===== src/rtl/fctl_pkg.sv =====
package fctl_pkg;
  localparam int RDY_B  = 0;
  localparam int RW_B   = 1;
  localparam int BLK_B  = 2;
  localparam int STP_B  = 3;
  localparam int PERR_B = 6;
  localparam int EERR_B = 7;
  localparam int N_GUARD = 2;
  localparam int N_ERR   = 2;
  localparam int DATA_W  = 8;
endpackage


===== src/rtl/fctl_guard_bit.sv =====
module fctl_guard_bit (
  input  logic clk,
  input  logic rst_n,
  input  logic acc,
  input  logic hit_wr,
  input  logic wbit,
  input  logic precond,
  input  logic force_clr,
  output logic q,
  output logic q_next
);
  logic arm_q, arm_n;
  logic upd;

  always_comb begin
    arm_n = arm_q;
    if (hit_wr && !wbit)
      arm_n = 1'b1;
    else if (acc)
      arm_n = 1'b0;
    q_next = q;
    if (hit_wr)
      q_next = wbit ? (q | (arm_q & precond)) : 1'b0;
    if (force_clr)
      q_next = 1'b0;
  end

  assign upd = hit_wr | force_clr;

  always_ff @(posedge clk or negedge rst_n) begin
    if (!rst_n) begin
      arm_q <= 1'b0;
      q     <= 1'b0;
    end else begin
      if (acc) arm_q <= arm_n;
      if (upd) q     <= q_next;
    end
  end
endmodule


===== src/rtl/fctl_sticky.sv =====
module fctl_sticky (
  input  logic clk,
  input  logic rst_n,
  input  logic set,
  input  logic clr,
  output logic q
);
  logic q_n;

  always_comb begin
    q_n = q;
    if (clr) q_n = 1'b0;
    if (set) q_n = 1'b1;
  end

  always_ff @(posedge clk or negedge rst_n) begin
    if (!rst_n) q <= 1'b0;
    else if (set | clr) q <= q_n;
  end
endmodule


===== src/rtl/fctl_stop_unit.sv =====
module fctl_stop_unit (
  input  logic clk,
  input  logic rst_n,
  input  logic hit_wr,
  input  logic wbit,
  input  logic rw_q,
  input  logic rw_next,
  output logic stop_q,
  output logic stop_req,
  output logic rst_pulse
);
  logic stop_n, pulse_n;

  always_comb begin
    stop_n  = hit_wr ? wbit : stop_q;
    pulse_n = stop_n & ~stop_q & rw_next;
  end

  always_ff @(posedge clk or negedge rst_n) begin
    if (!rst_n) begin
      stop_q    <= 1'b0;
      rst_pulse <= 1'b0;
    end else begin
      if (hit_wr) stop_q <= stop_n;
      rst_pulse <= pulse_n;
    end
  end

  assign stop_req = stop_q & rw_q;
endmodule


===== src/rtl/flash_ctl_reg.sv =====
module flash_ctl_reg #(
  parameter int ADDR_W = 8,
  parameter logic [ADDR_W-1:0] CTL_ADDR = 8'h3A
) (
  input  logic              clk,
  input  logic              rst_n,
  input  logic [ADDR_W-1:0] bus_addr,
  input  logic              bus_wr,
  input  logic              bus_rd,
  input  logic [7:0]        bus_wdata,
  output logic [7:0]        bus_rdata,
  input  logic              eng_busy,
  input  logic              eng_prog_err,
  input  logic              eng_erase_err,
  input  logic              eng_clr_status,
  output logic              rewrite_en,
  output logic              blk_wr_en,
  output logic              stop_req,
  output logic              flash_rst_pulse
);
  import fctl_pkg::*;

  logic acc, hit_wr;
  logic [N_GUARD-1:0] g_q, g_qn, g_wbit, g_pre, g_fclr;
  logic [N_ERR-1:0]   e_q, e_set;
  logic stop_q;
  logic unused_wd;

  assign acc       = bus_wr | bus_rd;
  assign hit_wr    = bus_wr && (bus_addr == CTL_ADDR);
  assign unused_wd = ^{bus_wdata[7:4], bus_wdata[RDY_B]};

  assign g_wbit = {bus_wdata[BLK_B], bus_wdata[RW_B]};
  assign g_pre  = {g_q[0], 1'b1};
  assign g_fclr = {~g_qn[0], 1'b0};

  for (genvar gi = 0; gi < N_GUARD; gi++) begin : g_guard
    fctl_guard_bit u_bit (
      .clk      (clk),
      .rst_n    (rst_n),
      .acc      (acc),
      .hit_wr   (hit_wr),
      .wbit     (g_wbit[gi]),
      .precond  (g_pre[gi]),
      .force_clr(g_fclr[gi]),
      .q        (g_q[gi]),
      .q_next   (g_qn[gi])
    );
  end

  assign e_set = {eng_erase_err, eng_prog_err};

  for (genvar ei = 0; ei < N_ERR; ei++) begin : g_err
    fctl_sticky u_flag (
      .clk  (clk),
      .rst_n(rst_n),
      .set  (e_set[ei]),
      .clr  (eng_clr_status),
      .q    (e_q[ei])
    );
  end

  fctl_stop_unit u_stop (
    .clk      (clk),
    .rst_n    (rst_n),
    .hit_wr   (hit_wr),
    .wbit     (bus_wdata[STP_B]),
    .rw_q     (g_q[0]),
    .rw_next  (g_qn[0]),
    .stop_q   (stop_q),
    .stop_req (stop_req),
    .rst_pulse(flash_rst_pulse)
  );

  always_comb begin
    bus_rdata         = '0;
    bus_rdata[RDY_B]  = ~eng_busy;
    bus_rdata[RW_B]   = g_q[0];
    bus_rdata[BLK_B]  = g_q[1];
    bus_rdata[STP_B]  = stop_q;
    bus_rdata[PERR_B] = e_q[0];
    bus_rdata[EERR_B] = e_q[1];
  end

  assign rewrite_en = g_q[0];
  assign blk_wr_en  = g_q[1];
endmodule


===== config.mk =====
export PLATFORM = sky130hd
export DESIGN_NAME = flash_ctl_reg
export DESIGN_NICKNAME = d
export VERILOG_FILES = /design/src/rtl/fctl_pkg.sv /design/src/rtl/fctl_guard_bit.sv /design/src/rtl/fctl_sticky.sv /design/src/rtl/fctl_stop_unit.sv /design/src/rtl/flash_ctl_reg.sv
export SDC_FILE = /design/constraint.sdc
export NUM_CORES = 1
export LEC_CHECK = 0
export BUFFER_PORTS_ARGS = -buffer_cell sky130_fd_sc_hd__buf_4
export CAP_MARGIN = 0
export CORE_MARGIN = 5
export CORE_UTILIZATION = 32
export CTS_CLUSTER_SIZE = 8
export DETAILED_ROUTE_END_ITERATION = 16
export HOLD_SLACK_MARGIN = 0.1
export PLACE_DENSITY = 0.71
export SLEW_MARGIN = 30
export SYNTH_ARGS = -nofsm -noshare
export SYNTH_HDL_FRONTEND = slang
export SYNTH_HIERARCHICAL = 1
export SYNTH_SLANG_ARGS = --single-unit

===== constraint.sdc =====
create_clock -name clk -period 0.9 [get_ports clk]
set_input_delay 0.18 -clock clk [delete_from_list [all_inputs] [get_ports clk]]
set_output_delay 0.18 -clock clk [all_outputs]
set_load 0.01 [all_outputs]

## Yosys cells after proc, flatten, opt, wreduce, memory -nomap -nowiden

Cells that the tools add are included.

- Latch bits: 0
- Logic and storage cells: 44
- Memories kept: 0
- Bits in writable memories: 0
- Input bits: 24
- Output and inout bits: 12
- Register bits: 8
- Bits in read-only memories: 0

- Reduce and logical (&&, ||, !) cells: 10
- Shifts and indexed selects: 0
- Bitwise logic cells: 13
- Add/subtract/negate cells: 0
- Order comparisons: 0
- $mul: 0
- Muxes and demuxes: 11
- Eq/ne operators: 2
- Divide/modulo/power cells: 0

Operators with widths:

| kind | number |
|---|---|
| two-way mux 1 bit | 11 |
| equality test 8 x 6 -> 1 bit, second input constant | 1 |
| OR 1 bit | 6 |
| AND reduction 2 bit | 3 |
| AND 1 bit | 4 |
| nonzero test 2 bit | 2 |
| logical AND 1 bit | 3 |
| NOT 1 bit | 3 |
| zero test 1 bit | 2 |
| != test 2 bit, second input constant | 1 |

## Logic depth before layout (Yosys ltp)

- Word-level depth: 6
- Mapped depth: 6
- Gate-level depth less buffers: 6

## By module

The synthesis kept the hierarchy.

Modules (own cells, without submodules):

| module | instances | cells an instance | area each (sq um) |
|---|---|---|---|
| fctl_guard_bit | 2 | 7 | 95.1 |
| flash_ctl_reg | 1 | 14 | 90.1 |
| fctl_stop_unit | 1 | 5 | 81.3 |
| fctl_sticky | 2 | 3 | 36.3 |

## Least setup slack after synthesis

Ideal clock, no wire load.

- Kind: input to register
- Start: input port bus_addr[7]
- End: register g_guard[1].u_bit.q
- Setup time: 86 ps
- Stages: 6
- Arrival: 1601 ps
- Slack: -787 ps
- Data required time: 814 ps
- Buffers on the path: 0
- Cells stage by stage: or4b_1 > nor3_2 > a31oi_1 > nor3_1 > inv_1 > nor3_1

- Word-level cells in the longest chain between the ends: 6
- Elaborated cells on any way between the ends: 8
- Classes of those cells: 2 x eq/ne; 2 x mux; 2 x bitwise; 2 x reduce/logical

RTL lines:

| item | RTL line | RTL |
|---|---|---|
| from (decl) | flash_ctl_reg.sv:7 | `input logic [ADDR_W-1:0] bus_addr,` |
| equality test 8 x 6 -> 1 bit | flash_ctl_reg.sv:30 | `assign hit_wr = bus_wr && (bus_addr == CTL_ADDR);` |
| logical AND 1 bit | flash_ctl_reg.sv:30 |  |
| net hit_wr | flash_ctl_reg.sv:23 | `logic acc, hit_wr;` |
| two-way mux 1 bit | fctl_guard_bit.sv:22 | `if (hit_wr)` |
| net g_qn[0] | flash_ctl_reg.sv:24 | `logic [N_GUARD-1:0] g_q, g_qn, g_wbit, g_pre, g_fclr;` |
| NOT 1 bit | flash_ctl_reg.sv:35 | `assign g_fclr = {~g_qn[0], 1'b0};` |
| net g_fclr[1] | flash_ctl_reg.sv:24 |  |
| OR 1 bit | fctl_guard_bit.sv:28 | `assign upd = hit_wr \| force_clr;` |
| AND reduction 2 bit (no line) | n/a |  |
| to (signal assigned) | fctl_guard_bit.sv:36 | `if (upd) q <= q_next;` |
| to (decl) | fctl_guard_bit.sv:9 | `output logic q,` |

The timed path passes the listed nets, and every way through them passes these cells.
A chain may end at the register's enable or synchronous reset.

## Final worst setup path

- Start: input port bus_addr[7]
- End: register u_stop.stop_q

- Word-level cells in the longest chain between the ends: 3

RTL lines:

| item | RTL line | RTL |
|---|---|---|
| equality test 8 x 6 -> 1 bit (*) | flash_ctl_reg.sv:30 |  |
| logical AND 1 bit (*) | flash_ctl_reg.sv:30 |  |
| net hit_wr | flash_ctl_reg.sv:23 |  |
| two-way mux 1 bit | fctl_stop_unit.sv:15 | `stop_n = hit_wr ? wbit : stop_q;` |
| to (signal assigned) | fctl_stop_unit.sv:24 | `if (hit_wr) stop_q <= stop_n;` |
| to (decl) | fctl_stop_unit.sv:8 | `output logic stop_q,` |

Mark *: on every way through the listed nets, which the timed path passes. The rest lies on a longest branch.

==> metrics.md <==
| Metric | Value |
|---|---|
| Largest net degree at the start of global routing | 9 |
| Fin Clk Skew | 2.937 ps |
| CTS max path bufs | 2 |
| Achievable Freq | 735.3 MHz |
| Mapped Area | 429.2 um2 |
| Critical Path Sink Type | flip-flop |
| Share of layout cells above drive strength 1 | 0.6835 |
| Hold Crit Class | in -> reg |
| CTS tree | yes |
| Initial antenna violation count | 0 |
| Layout Nets | 105 |
| Clock slew at reported path FFs | 50 ps |
| Hpwl dp | 821.5 um |
| Sw Pwr | 178.4 uW |
| Worst-Skew Late Latency | 250 ps |
| Port Buffer Count | 28 |
| Status | finished with violations |
| Die ar. | 2173 um2 |
| Worst R2R Setup Slack | -200 ps |
| WS Path Type | in -> reg |
| Clk sink count | 8 |
| Synthesis-to-finish area growth | 93.88% |
| Sw Ratio | 0.2239 |
| First-pass GRT wire length | 1662 um |
| IO Pins | 36 |
| Period Utilization, post-route | 1.511 |
| PD cells | 957.7 nW/um2 |
| Via count | 417 |
| DP Area | 671.9 um2 |
| Setup TNS | -3482 ps |
| Vias in the first global route | 433 |
| Fin. Hold Viols | 0 |
| CP most frequent cell | buf_6 |
| Pleak | 0.0004386 uW |
| WL per Instance | 11.45 um |
| Max Slew Vio Count | 0 |
| Synthesis warning total | 6 |
| Initial Utilization | 0.3340 |
| Setup violators final | 15 |
| Worst Path Arrival | 1500 ps |
| Fin worst setup slack | -460.0 ps |
| Worst hold slack | 104.7 ps |
| Die Ht | 46.62 um |
| GRT Util Overall | 0.1166 |
| RSZ-0062 raised after global routing | true |
| Clock Power Share | 0.344 |
| Root buffer cell | clkbuf_4 |
| Worst path buffer plus inverter count | 3 |
| # DRC | 0 |
| Chip width | 46.62 um |
| Drt first pass iters | 3 |
| Crit path max fanout | 4 |
| Min Tclk post-route | 1360 ps |
| Largest delay share family, worst path | simple AND/OR/NAND/NOR gates |
| CTS Buf Count | 3 |
| Iteration-0 DRC count of the detailed router | 1 |
| VDD IR max | 0.5026 mV |
| Fin util | 0.6475 |
| Number of placement rows | 13 |
| Synth Area per Inst | 11.29 um2 |
| Core Footprint | 1285 um2 |
| Pre-CTS WS | -767.3 ps |
| Final WL | 1076 um |
| H-Tree Level Count | 1 |
| Slowest stage delay, CP | 540 ps |
| Diode count | 0 |
| Vias per inst | 4.436 |
| Critical Path RT | 1040 ps |
| Slowest CP cell | or4b_4 |
| Congestion Overflow GR | 0 |
| Sequential power share | 0.470 |
| Cell Int Power | 618.5 uW |
| Post-Synthesis Cells | 38 |
| Fin area | 832.0 um2 |
| GPL Wtd Cong | 0.7128 |
| Post-DRT Antenna Nets | 0 |
| Gate power share | 0.186 |
| Startpoint class of the critical path | primary input |
| Failing checks | setup timing |
| Critical Path, Cell by Cell | buf_6 -> or4b_4 -> nor3_4 -> buf_4 -> buf_6 -> mux2_4 |
| Max_cap viols | 0 |
state kept, by name (all words and copies together) (netlist names):
register,cells
g_err.u_flag/q,2
g_guard.u_bit/q,2
g_guard.u_bit/arm_q,2
u_stop/stop_q,1
u_stop/rst_pulse,1
repair_timing:
item | in CTS | in global routing
hold buffers | 1 | 0
endpoints found under the hold margin | 8 | 0
resized for setup | 15 | 5
gates cloned | 0 | 0
endpoints found under the setup margin | 15 | 15
pin swaps | 3 | 0
setup buffers | 7 | 2
layout by cell type (no fill, tap or decap):
master and instances:
buf_4 24, buf_6 15, dfrtp_1 8, conb_1 5, inv_1 4, clkbuf_4 3, mux2_4 3, a21o_1 2
nor2b_4 2, nor3_2 2, or2_2 1, nand2_1 1, or4b_4 1, nand3b_1 1, nor3_4 1, a31oi_2 1
a31oi_1 1, nor3_1 1, dlygate4sd3_1 1, and4b_1 1, and2_4 1
per-layer routing:
layer,global-route usage,part of all wire,vias to the layer above
met4,0.09945,0.029,0
met1,0.1059,0.33,182
li1,-,-,201
met2,0.2005,0.47,30
met3,0.04297,0.17,4
met5,0,0,-
power by group through the flow:
stage	combinational, uW	clock (uW)	sequential, uW
2_1_floorplan	41.2	0	382
3_3_place_gp	121	0	379
3_5_place_dp	123	0	380
4_1_cts	142	278	374
5_1_grt	162	294	375
6_report	148	274	375
worst register-to-register path, delay by kind of cell, from the launching register on:
kind | cells | cell delay, ps
flip-flops | 1 | 410
AO/OA/AOI/OAI | 1 | 180
buffers and inverters | 1 | 160
AND/OR/NAND/NOR | 2 | 240
worst paths after layout:
| kind | startpoint | endpoint | depth (start not counted) |
|---|---|---|---|
| worst max-delay path | bus_addr[7] | u_stop/stop_q | 6 |
| worst min-delay path | eng_prog_err | g_err[0].u_flag/q | 2 |
| worst max register to register | g_guard[0].u_bit/q | u_stop/rst_pulse | 4 |
| worst min register to register | g_err[1].u_flag/q | g_err[1].u_flag/q | 1 |
| max in group asynchronous | rst_n | g_err[1].u_flag/q | 2 |
| min in group asynchronous | rst_n | g_guard[1].u_bit/q | 2 |
stage by stage:
stage / total power, uW / instances
after floorplan: 423.4 / 41
after global placement: 499.9 / 83
after detailed placement: 502.4 / 83
after CTS: 793.6 / 93
after global routing: 830.2 / 94
final: 796.9 / 94
area by class of cell:
type                       instances  area (um2)
sequential                         8       200.2
multi-input combinational         24       216.5
clock buffer                       3       22.52
inverter                           4       15.01
timing repair buffer              40       359.1
fill                             124       452.9
tap                               15       18.77
Note: power is estimated with default switching activity, not from simulation.
